==> src/rtl/knock_cfg_spi.sv <==
module knock_cfg_spi #(
  parameter int SYNC = 2
) (
  input  logic       clk,
  input  logic       rst_n,
  input  logic       sck,
  input  logic       csn,
  input  logic       si,
  input  logic       test_n,
  input  logic       cmp_bit,
  output logic [5:0] freq_code,
  output logic [5:0] gain_code,
  output logic [4:0] tc_code,
  output logic [4:0] tst_code,
  output logic [3:0] presc_code,
  output logic       so_hiz,
  output logic       so_d,
  output logic       so_oe
);
  logic [SYNC-1:0] sck_p, cs_p, si_p;
  logic sck_q, cs_q;

  always_ff @(posedge clk or negedge rst_n)
    if (!rst_n) begin
      sck_p <= '0; cs_p <= '1; si_p <= '0; sck_q <= 1'b0; cs_q <= 1'b1;
    end else begin
      sck_p <= {sck_p[SYNC-2:0], sck};
      cs_p  <= {cs_p[SYNC-2:0], csn};
      si_p  <= {si_p[SYNC-2:0], si};
      sck_q <= sck_p[SYNC-1];
      cs_q  <= cs_p[SYNC-1];
    end

  wire sck_s = sck_p[SYNC-1];
  wire cs_s  = cs_p[SYNC-1];
  wire si_s  = si_p[SYNC-1];
  wire sck_rise = sck_s & ~sck_q;
  wire sck_fall = ~sck_s & sck_q;
  wire cs_fall  = ~cs_s & cs_q;
  wire cs_rise  = cs_s & ~cs_q;

  logic       ok, rb_hold;
  logic [3:0] cnt;
  logic [7:0] sr, rb, rd_word;
  wire  [2:0] src = tst_code[3:1];
  wire        diag = ~test_n;

  always_comb
    case (src)
      3'd0:    rd_word = {2'b00, freq_code};
      3'd1:    rd_word = {2'b10, gain_code};
      3'd2:    rd_word = {3'b110, tc_code};
      3'd3:    rd_word = {3'b111, tst_code};
      3'd4:    rd_word = {3'b010, presc_code, so_hiz};
      default: rd_word = 8'h00;
    endcase

  always_ff @(posedge clk or negedge rst_n)
    if (!rst_n) begin
      ok <= 1'b0; cnt <= '0; sr <= '0; rb <= '0; rb_hold <= 1'b0;
    end else if (cs_fall) begin
      ok <= ~sck_s; cnt <= '0; rb <= rd_word; rb_hold <= 1'b1;
    end else if (!cs_s) begin
      if (sck_fall) begin
        sr <= {sr[6:0], si_s};
        if (cnt != 4'hF) cnt <= cnt + 4'd1;
      end
      if (sck_rise) begin
        if (rb_hold) rb_hold <= 1'b0;
        else         rb <= {rb[6:0], 1'b0};
      end
    end

  wire commit = cs_rise & ok & (cnt == 4'd8) & ~sck_s;

  always_ff @(posedge clk or negedge rst_n)
    if (!rst_n) begin
      freq_code <= '0; gain_code <= '0; tc_code <= '0;
      tst_code <= '0; presc_code <= '0; so_hiz <= 1'b0;
    end else if (commit) begin
      casez (sr[7:5])
        3'b00?: freq_code <= sr[5:0];
        3'b10?: gain_code <= sr[5:0];
        3'b110: tc_code   <= sr[4:0];
        3'b111: tst_code  <= sr[4:0];
        default: begin presc_code <= sr[4:1]; so_hiz <= sr[0]; end
      endcase
    end

  assign so_oe = diag | (~cs_s & ~so_hiz);
  assign so_d  = !diag ? 1'b0 :
                 (src <= 3'd4) ? rb[7] :
                 (src == 3'd5) ? si_s : cmp_bit;

  wire [26:0] regs_all = {freq_code, gain_code, tc_code, tst_code, presc_code, so_hiz};


  commit_on_cs_rise_chk: assert property (@(posedge clk) disable iff (!rst_n)
    !$stable(regs_all) |-> $past(cs_rise));

  bad_count_drop_chk: assert property (@(posedge clk) disable iff (!rst_n)
    (cs_rise && cnt != 4'd8) |=> $stable(regs_all));

  cs_high_hiz_chk: assert property (@(posedge clk) disable iff (!rst_n)
    (cs_s && test_n) |-> !so_oe);

  flag_hiz_chk: assert property (@(posedge clk) disable iff (!rst_n)
    (so_hiz && test_n) |-> !so_oe);

  diag_drive_chk: assert property (@(posedge clk) disable iff (!rst_n)
    !test_n |-> so_oe);
endmodule

==> config.mk <==
export PLATFORM = sky130hd
export DESIGN_NAME = knock_cfg_spi
export DESIGN_NICKNAME = d
export VERILOG_FILES = /design/src/rtl/knock_cfg_spi.sv
export SDC_FILE = /design/constraint.sdc
export NUM_CORES = 1
export LEC_CHECK = 0
export ABC_AREA = 1
export BUFFER_PORTS_ARGS = -buffer_cell sky130_fd_sc_hd__buf_2
export CAP_MARGIN = 10
export CELL_PAD_IN_SITES_DETAIL_PLACEMENT = 1
export CELL_PAD_IN_SITES_GLOBAL_PLACEMENT = 1
export CORE_UTILIZATION = 38
export CTS_CLUSTER_DIAMETER = 150
export DETAILED_ROUTE_END_ITERATION = 10
export PLACE_DENSITY_LB_ADDON = 0.1
export SLEW_MARGIN = 20
export SYNTH_ARGS = -nofsm -noshare
export SYNTH_HDL_FRONTEND = slang
export SYNTH_SLANG_ARGS = --single-unit
==> constraint.sdc <==
create_clock -name clk -period 1.8 [get_ports clk]
set_clock_uncertainty 0.15 [all_clocks]
set_input_delay 0.54 -clock clk [delete_from_list [all_inputs] [get_ports clk]]
set_output_delay 0.54 -clock clk [all_outputs]
set_load 0.1 [all_outputs]
## Yosys cells after proc, flatten, opt, wreduce, memory -nomap -nowiden

Index checks and enable logic that the tools add are counted.

- Eq/ne operators: 12
- $add $sub $neg: 1
- Mux-type cells: 15
- Reductions and logical operators: 15
- Magnitude comparators: 1
- Bitwise gates (word level): 17

Operators with widths:

| operator | number |
|---|---|
| 8-bit one-hot mux with 5 select lines | 1 |
| 8-bit 2-to-1 mux | 4 |
| 4-bit 2-to-1 mux | 4 |
| 3-bit equality test, second input constant | 4 |
| 2-bit AND reduction | 6 |
| 3-bit AND reduction | 3 |
| 1-bit bitwise AND | 8 |
| 1-bit NOT | 8 |
| 3-bit by 2-bit equality test with 1-bit output, second input constant | 2 |
| 1-bit 2-to-1 mux | 6 |
| 2-bit nonzero test | 3 |
| 4-bit by 1-bit adder with 4-bit output, second input constant | 1 |
| 4-bit equality test, second input constant | 1 |
| 4-bit inequality test, second input constant | 1 |
| 4-bit OR reduction | 1 |
| 3-bit by 1-bit equality test with 1-bit output, second input constant | 1 |
| 3-bit less-or-equal comparator, second input constant | 1 |
| 3-bit logical NOT | 1 |
| 2-bit equality test, second input constant | 1 |
| 2-bit logical NOT | 1 |
| 2-bit by 1-bit inequality test with 1-bit output, second input constant | 1 |
| 2-bit inequality test, second input constant | 1 |
| 1-bit OR | 1 |

- Register bits after elaboration: 57
- Logic and storage cells: 77
- Output and inout port bits: 29
- Input port bits: 7

## Depth between registers and ports, before layout

Gate-level depths: netlist of run 1.

- Depth in word-level cells: 6
- Gate-level depth with buffers: 9
- Gate-level depth less buffers: 9

## Worst setup path before layout of run 1

Ideal clock, no wire load.

- Kind: register to output
- Start: register tst_code[2]
- End: output so_d
- Buffers on the path: 0
- Arrival time: 3.730 ns
- Setup slack: -2.620 ns
- Required time: 1.110 ns
- Stages on the path, launching flop included: 5
- Cell sequence: dfrtp_1 inv_1 nand2_1 nand2_1 a211oi_1

- Word-level cells in the longest chain between the ends: 4
- Elaborated cells on any way between the ends: 5
- Classes of those cells: order compare (1); eq/ne (1); mux (3)

RTL lines:

| what | RTL line | source |
|---|---|---|
| from (decl) | 14 | `output logic [4:0] tst_code,` |
| from (signal assigned) | 85 | `3'b111: tst_code <= sr[4:0];` |
| parallel branches: the longest is 2 deep, another holds 3-bit less-or-equal comparator | n/a |  |
| 1-bit 2-to-1 mux * | 92 | `(src <= 3'd4) ? rb[7] :` |
| 1-bit 2-to-1 mux * | 91 | `assign so_d = !diag ? 1'b0 :` |
| to (decl) | 17 | `output logic so_d,` |

Every way passes the cells marked *.

## Worst setup path in the final report of run 1

- Start: register tst_code[1]
- End: output so_d

The elaborated chain is that of the path after synthesis.

==> run_results.csv, run 1 <==
group,metric,value,unit
power,power,2800,µW
sta,worst_slew_pin_slew,482,ps
global_routing,grt_busiest_layer,"met2",
synth,ys.flop_type,"dfrtp_1",
critical_path,crit_arrival,1520,ps
synth,yosys-top-cells-count,"nand2_1, dfrtp_1, o21ai_0, inv_1, nand3_1",
detailed_routing,routed_wl,7770,µm
global_routing,overflow,0,
floorplan,die_h,83.4,µm
global_routing,antenna_found_initial,0,
synth,synth_area_per_cell,8.98,µm²
global_routing,use_met1,30.5,%
floorplan,rows,29,
detailed_routing,wl_per_cell,17.8,µm
floorplan,die_area,6950,µm²
detailed_routing,dr.pass1.iters,4,
synth,synth_cell_types,25,
sta,setup_viol,20,
sta,clock.fmax,452,MHz
cts,htreeDepth,3,
worst_hold_path,hold_class,"primary input to register",
synth,ys_warn_count,0,
placed_design,dpl.cell_count,410,
detailed_routing,vias_per_cell,5.20,
worst_hold_path,min_delay_path_depth,1,
detailed_routing,drc,0,
synth,netlist.top_cell.by_area,"dfrtp_1",
synth,ys_seq_area_share,56.9,%
global_routing,grt_pass1_vias,2476,
outcome,status,"finished, violations left",
sta,hold_viol,0,
synth,yosysMostFrequentCell,"nand2_1",
outcome,violations,"setup timing",
sta,min_period,2210,ps
finish,multi_input_area,1180,µm²
cts,cts_tree,"built",
cts,clkLatencyLatePin,350,ps
detailed_routing,antenna_left,0,
sta,report.final.slew_viol_count,0,
floorplan,core,6390,µm²
finish,register_area,1450,µm²
power,p_leak,0.00181,µW
cts,cts-buffers-inserted,9,
finish,fin_nets,364,
critical_path,reg2reg_depth,8,
synth,synth_edf_count,0,
synth,async_flop_share,100,%
synth,yosys-top-cells-area,"dfrtp_1, nand2_1, o21ai_0",
finish,area_growth,57.0,%
sta,slew_headroom,67.9,%
finish,drive_gt1_share,41.4,%
power,power_density,709,nW/µm²
synth,yosys_register_bits,57,
critical_path,required,1110,ps
placed_design,hpwl,5310,µm
sta,whs,142,ps
floorplan,initial_utilization,39.4,%
placed_design,portBuffers,35,
global_routing,grt_use_met2,38.6,%
finish,instances_no_fill,437,
finish,fin_area,3950,µm²
sta,rsz0062_at_grt,"yes",
synth,syn_nets,289,
critical_path,cp-start-kind,"register",
detailed_routing,dr.first_iter.drc_count,82,
floorplan,ioPinCount,36,
global_routing,grt_max_degree,26,
critical_path,criticalPathCategory,"register to output pin",
cts,path_clk_slew,70,ps
run,cap_violations,0,
cts,cts_sinks,57,
synth,syn_area,2510,µm²
power,ir_worst_vdd,0.515,mV
placed_design,gp_congestion,0.761,
floorplan,fp.dieW,83.4,µm
cts,clock_path_buffers,2,
sta,period_share,123,%
finish,antenna_cells,0,
cts,clock-root-buffer,"clkbuf_8",
sta,tns,-1210,ps
critical_path,cp_max_fo,3,
sta,setup_slack,-414,ps
global_routing,grt_pass1_wl,12500,µm
global_routing,use_met3,5.77,%
placed_design,place_area,3440,µm²
global_routing,grt.total_usage,23.4,%
synth,synth.top_cell.area_share,53.7,%
synth,synthCells,280,
detailed_routing,via_count,2271,
finish,fillers,695,
critical_path,cp-end-kind,"output pin",
==> metrics by stage <==
step	utilization (%)	setup slack, ps
final	61.8	-414
after detailed placement	53.9	-236
after CTS	58.0	-420
after global routing	61.8	-476
after global placement	53.9	-222
after floorplan	-	-681
==> flip-flops by register name, indices dropped and copies added (netlist names) <==
signal / cells
rb_hold: 1
presc_code: 4
cnt: 4
sck_q: 1
si_p: 2
sck_p: 2
cs_p: 2
so_hiz: 1
tc_code: 5
sr: 8
tst_code: 5
cs_q: 1
ok: 1
freq_code: 6
rb: 8
gain_code: 6
==> final cells by class <==
class / instances / area share [%]
repair buffers: 72 / 24.4
clock buffers: 13 / 4.02
inverters: 22 / 2.15
flip-flops and latches: 57 / 36.6
clock inverters: 3 / 0.380
well taps: 77 / 2.44
multi-input cells: 193 / 30.0
==> critical path: stages, from the launching register on <==
cell	delay [ps]
dfrtp_4	490
inv_2	90
nand2_4	60
nand2_4	80
a21oi_2	50
a211oi_4	200
buf_12	210
==> path summary, 6_finish.rpt <==
kind,start,end,slack (ps)
max reg2reg,cs_p[1]$_DFF_PN1_,tc_code[4]$_DFFE_PN0P_,-40
min reg2reg,si_p[0]$_DFF_PN0_,si_p[1]$_DFF_PN0_,200
max in group asynchronous,rst_n,cs_p[0]$_DFF_PN1_,530
max,tst_code[1]$_DFFE_PN0P_,so_d,-410
min,csn,cs_p[0]$_DFF_PN1_,140
min in group asynchronous,rst_n,cnt[1]$_DFFE_PN0P_,450
==> placed cells by master (no fill, tap or decap), types with 2 or more instances in the layout <==
master and instances:
clkinv_2 3, nand3_1 13, clkbuf_1 2, o21ai_2 15
dfrtp_1 50, buf_12 30, a21oi_1 2, clkbuf_8 11
o21ai_1 10, buf_4 21, buf_6 12, nand3_4 2
nor2_1 12, nand2_2 14, inv_1 20, o21ai_0 23
nand2_4 7, ha_1 2, dfstp_2 3, nand4_4 3
nor2_4 2, nand4_1 4, buf_2 6, nand3_2 7
dfrtp_4 4, buf_8 2, nand2_1 64, nor3_1 3
==> metal layers <==
layer	share of wire [%]	wire, µm	vias up
li1	-	-	1076
met1	44	3430	1159
met2	52	4080	27
met3	2.0	158	9
met4	1.3	104	0
met5	0	0	-
==> timing repair <==
item                                    CTS  global route
gates resized for setup                  11            64
gates cloned                              0             2
hold endpoints to repair                  6             0
endpoints found under the setup margin   15            33
pin swaps                                 1            12
hold buffers                              1             0
buffers inserted                          5             5
==> where the power goes <==
| part | switching [µW] | internal, µW | total (µW) |
|---|---|---|---|
| Sequential | 46.0 | 1360 | 1400 |
| Combinational | 207 | 99.2 | 306 |
| Clock | 523 | 568 | 1090 |
==> kinds of logic (layout without fill, tap and decap cells) <==
logic type | count (synthesis) | count (layout) | share of synthesized area, %
fa+ha+maj | 2 | 2 | 0.995
xor+xnor | 1 | 1 | 0.348
buf+inv | 31 | 110 | 5.07
compound gates | 56 | 56 | 13.3
flops | 57 | 57 | 56.9
simple gates | 133 | 134 | 23.4
No activity file was read; power rests on OpenSTA's default activity.
==> run 2: changes to the inputs <==
- CORE_UTILIZATION: 38 -> 30
==> run_results.csv, run 2 (synthesis gave the netlist of run 1 again) <==
group,metric,value,unit
placed_design,portBuffers,35,
critical_path,crit_top_cell,"nand2_4",
critical_path,cp-start-kind,"register",
detailed_routing,dr.pass1.iters,4,
floorplan,initial_utilization,30.8,%
cts,path_clk_slew,70,ps
placed_design,dpl.cell_count,435,
detailed_routing,drc,0,
floorplan,rows,33,
finish,instances_no_fill,463,
global_routing,grt_pass1_wl,11800,µm
critical_path,criticalPathCategory,"register to output pin",
finish,drive_gt1_share,37.7,%
sta,period_share,121,%
critical_path,crit_arrival,1480,ps
critical_path,cp_top_family,"flip-flops",
outcome,status,"finished, violations left",
floorplan,fp.dieW,93.6,µm
cts,cts_sinks,57,
global_routing,grt.total_usage,18.1,%
cts,cts-buffers-inserted,9,
power,p_leak,0.00177,µW
global_routing,antenna_found_initial,0,
cts,htreeDepth,3,
finish,fin_nets,362,
global_routing,grt_pass1_vias,2267,
placed_design,dp_slack,-248,ps
power,power,2960,µW
detailed_routing,wl_per_cell,15.3,µm
finish,layout_commonest_cell,"nand2_1",
placed_design,gp_congestion,0.756,
sta,hold_viol,0,
cts,clkLatencyLatePin,330,ps
power,ir_worst_vdd,0.467,mV
critical_path,required,1110,ps
finish,fin_util,47.6,%
sta,min_period,2170,ps
critical_path,crit_path_top_delay_cell,"dfrtp_4",
finish,layout_common_cells,"nand2_1, dfrtp_1, o21ai_0",
critical_path,path_cells,"inv_4, nand2_4, nand2_4, a21oi_2, a211oi_4, buf_12",
critical_path,cp_max_fo,4,
cts,cts_hold_buf,0,
global_routing,overflow,0,
sta,setup_slack,-370,ps
placed_design,hpwl,5140,µm
floorplan,die_h,93.6,µm
cts,clock_path_buffers,2,
floorplan,ioPinCount,36,
power,power_density,759,nW/µm²
floorplan,die_area,8750,µm²
cts,cts_tree,"built",
sta,slew_headroom,79.0,%
detailed_routing,vias_per_cell,4.67,
outcome,violations,"setup timing",
worst_hold_path,hold_class,"primary input to async pin",
finish,antenna_cells,0,
sta,setup_viol,6,
detailed_routing,dr.first_iter.drc_count,96,
floorplan,core,8180,µm²
sta,rsz0062_at_grt,"yes",
finish,area_growth,54.8,%
sta,report.final.slew_viol_count,0,
finish,reg_top3,"rb (8), sr (8)",
detailed_routing,via_count,2162,
detailed_routing,antenna_left,0,
sta,worst_slew_pin_slew,315,ps
detailed_routing,routed_wl,7070,µm
finish,fillers,924,
critical_path,path_buf_inv,2,
cts,clock-root-buffer,"clkbuf_8",
sta,clock.fmax,461,MHz
global_routing,grt_max_degree,58,
run,cap_violations,0,
critical_path,max_stage_delay,490,ps
critical_path,cp-end-kind,"output pin",
-- run 2: cell types whose count changed in the layout (fill, tap and decap cells not counted), moves of 3 or more --
cell / change
nand2_1: +16
nand2_2: -11
o21ai_1: -6
nand4_4: -3
nand2_4: -5
o21ai_0: +8
-- run 2: path summary, 6_finish.rpt --
path	to	slack [ps]	cells past startpoint	startpoint
min in group clk	cs_p[0]$_DFF_PN1_	160	1	csn
max reg2reg	rb[2]$_DFFE_PN0P_	10	12	tst_code[2]$_DFFE_PN0P_
min reg2reg	sck_p[1]$_DFF_PN0_	200	0	sck_p[0]$_DFF_PN0_
min	cnt[0]$_DFFE_PN0P_	50	2	rst_n
max	so_d	-370	6	tst_code[2]$_DFFE_PN0P_
max in group asynchronous	cs_q$_DFF_PN1_	1150	2	rst_n
-- run 2: metal layers --
metal	routed length (µm)	up-vias	part of all wire, %	global-route usage (%)
met5	0	-	0	0
met4	109	0	1.5	7.05
met3	155	10	2.2	3.09
met2	3420	24	48	29.0
met1	3380	1058	48	24.2
li1	-	1070	-	-
-- run 2: power by group --
part           internal (µW)  leakage, µW  switching [µW]
clock                    750     0.000105             519
sequential              1360     0.000748            39.7
combinational           96.0     0.000916             195
total                   2200      0.00177             753
-- run 2: stage by stage --
step / hold slack (ps) / setup TNS (ps) / area, µm²
6_report: 51.8 / -718 / 3890
5_1_grt: 70.8 / -1160 / 3890
4_1_cts: 56.7 / -794 / 3760
3_5_place_dp: 186 / -250 / 3450
3_3_place_gp: 188 / -224 / 3450
2_1_floorplan: 94.4 / -802 / 2580
-- run 2: final cells by class --
type / count / area [µm²] / share of cell area [%]
sequential: 57 / 1450 / 37.1
multi-input combinational: 192 / 1070 / 27.5
timing repair buffer: 71 / 946 / 24.3
clock buffer: 12 / 165 / 4.24
tap: 105 / 131 / 3.37
inverter: 22 / 85.1 / 2.19
clock inverter: 4 / 50.0 / 1.29
-- run 2: what timing repair did --
action,CTS,global route
pin swaps,3,9
resized for setup,10,29
setup buffers,9,4
setup endpoints to repair,6,34
==> run 3: changes to the inputs <==
--- a/config.mk
+++ b/config.mk
@@ -15,3 +15,5 @@
 export DETAILED_ROUTE_END_ITERATION = 10
+export MAX_ROUTING_LAYER = met4
 export PLACE_DENSITY_LB_ADDON = 0.1
+export REMOVE_ABC_BUFFERS = 1
 export SLEW_MARGIN = 20
--- a/constraint.sdc
+++ b/constraint.sdc
@@ -4,2 +4,2 @@
 set_output_delay 0.54 -clock clk [all_outputs]
-set_load 0.1 [all_outputs]
+set_load 0.005 [all_outputs]
==> run_results.csv, run 3 (synthesis gave the netlist of run 1 again) <==
group,metric,value,unit
cts,cts_hold_buf,0,
sta,report.final.slew_viol_count,0,
placed_design,portBuffers,35,
sta,setup_viol,3,
critical_path,cp-end-kind,"output pin",
detailed_routing,vias_per_cell,4.67,
placed_design,place_area,2970,µm²
critical_path,cp-start-kind,"register",
finish,drive_gt1_share,36.9,%
placed_design,dp_slack,-138,ps
placed_design,gp_congestion,0.753,
critical_path,cp_max_fo,4,
floorplan,rows,33,
sta,clock.fmax,498,MHz
floorplan,die_area,8750,µm²
power,power_density,832,nW/µm²
sta,setup_slack,-207,ps
outcome,status,"finished, violations left",
finish,fin_nets,364,
global_routing,grt_max_degree,58,
detailed_routing,dr.first_iter.drc_count,56,
floorplan,core,8180,µm²
cts,cts-buffers-inserted,9,
detailed_routing,wl_per_cell,15.6,µm
global_routing,grt_pass1_wl,11400,µm
power,p_leak,0.00172,µW
cts,clock_path_buffers,2,
outcome,violations,"setup timing",
floorplan,die_h,93.6,µm
cts,cts_sinks,57,
cts,clkLatencyLatePin,330,ps
critical_path,criticalPathCategory,"register to output pin",
cts,clock-root-buffer,"clkbuf_8",
sta,period_share,112,%
global_routing,antenna_found_initial,0,
detailed_routing,dr.pass1.iters,4,
run,cap_violations,0,
cts,path_clk_slew,70,ps
cts,htreeDepth,3,
detailed_routing,antenna_left,0,
placed_design,hpwl,5020,µm
floorplan,fp.dieW,93.6,µm
cts,cts_tree,"built",
finish,area_growth,35.9,%
sta,whs,58.6,ps
floorplan,ioPinCount,36,
placed_design,dpl.cell_count,435,
sta,hold_viol,0,
finish,reg_top3,"rb (8), sr (8)",
sta,worst_slew_pin_slew,407,ps
global_routing,grt_pass1_vias,2186,
sta,min_period,2010,ps
finish,fin_area,3420,µm²
detailed_routing,routed_wl,7230,µm
global_routing,grt.total_usage,18.0,%
sta,slew_headroom,72.9,%
finish,instances_no_fill,465,
worst_hold_path,hold_class,"primary input to async pin",
global_routing,overflow,0,
finish,layout_common_cells,"nand2_1, dfrtp_1, buf_2",
finish,layout_commonest_cell,"nand2_1",
critical_path,crit_arrival,1320,ps
finish,antenna_cells,0,
sta,tns,-239,ps
sta,rsz0062_at_grt,"yes",
detailed_routing,drc,0,
power,ir_worst_vdd,0.314,mV
floorplan,initial_utilization,30.8,%
critical_path,required,1110,ps
detailed_routing,via_count,2173,
## run 3: changes by cell type in the layout (fill, tap and decap cells not counted), moves of 6 or more
cell,previous run,this run
nand3_1,13,19
nand3_2,9,1
buf_12,30,1
buf_4,23,31
nand2_1,80,73
buf_2,6,34
nand2_2,3,9
## run 3: per-layer routing
layer	global-route usage [%]	vias up	routed length, µm
met5	-	-	0
met4	6.92	0	102
met3	3.01	10	152
met2	28.1	24	3530
met1	23.5	1066	3440
li1	-	1073	-
## run 3: final timing paths
check | startpoint | to | slack, ps | cells after the start
min in group clk | si | si_p[0]$_DFF_PN0_ | 160 | 1
hold reg to reg | cs_p[0]$_DFF_PN1_ | cs_p[1]$_DFF_PN1_ | 210 | 0
max in group asynchronous | rst_n | cs_q$_DFF_PN1_ | 1140 | 2
hold / removal | rst_n | cnt[1]$_DFFE_PN0P_ | 60 | 2
setup reg to reg | tst_code[2]$_DFFE_PN0P_ | rb[3]$_DFFE_PN0P_ | -20 | 13
setup / recovery | tst_code[2]$_DFFE_PN0P_ | so_d | -210 | 5
## run 3: what timing repair did
| item | in CTS | in global routing |
|---|---|---|
| pin swaps | 4 | 4 |
| buffers inserted | 9 | 6 |
| gates cloned | 0 | 2 |
| hold endpoints to repair | 0 | 0 |
| setup endpoints to repair | 12 | 28 |
| resized for setup | 13 | 37 |
## run 3: cell type report
cell class	instances	area, µm²
clock inverter	4	45.0
multi-input combinational	193	1090
fill	959	4760
sequential	57	1430
tap	105	131
inverter	22	82.6
clock buffer	12	145
timing repair buffer	72	490
## run 3: worst max-delay path, cell delays in order, from the launching register on
cell and delay, ps:
dfrtp_1 390, inv_2 100, nand4_1 150, a21oi_2 180, a211oi_2 40, buf_2 120
## run 3: where the power goes
part / total, µW / switching [µW] / leakage, µW / internal (µW)
clock: 1170 / 502 / 0.000100 / 671
combinational: 274 / 177 / 0.000862 / 97.0
sequential: 1400 / 40.0 / 0.000754 / 1360
## run 3: through the flow
| stage | util [%] | total power (µW) |
|---|---|---|
| after global routing | 41.8 | 2980 |
| final | 41.8 | 2840 |
| after floorplan | - | 1540 |
| after detailed placement | 36.3 | 1670 |
| after CTS | 40.0 | 2860 |
| after global placement | 36.3 | 1660 |
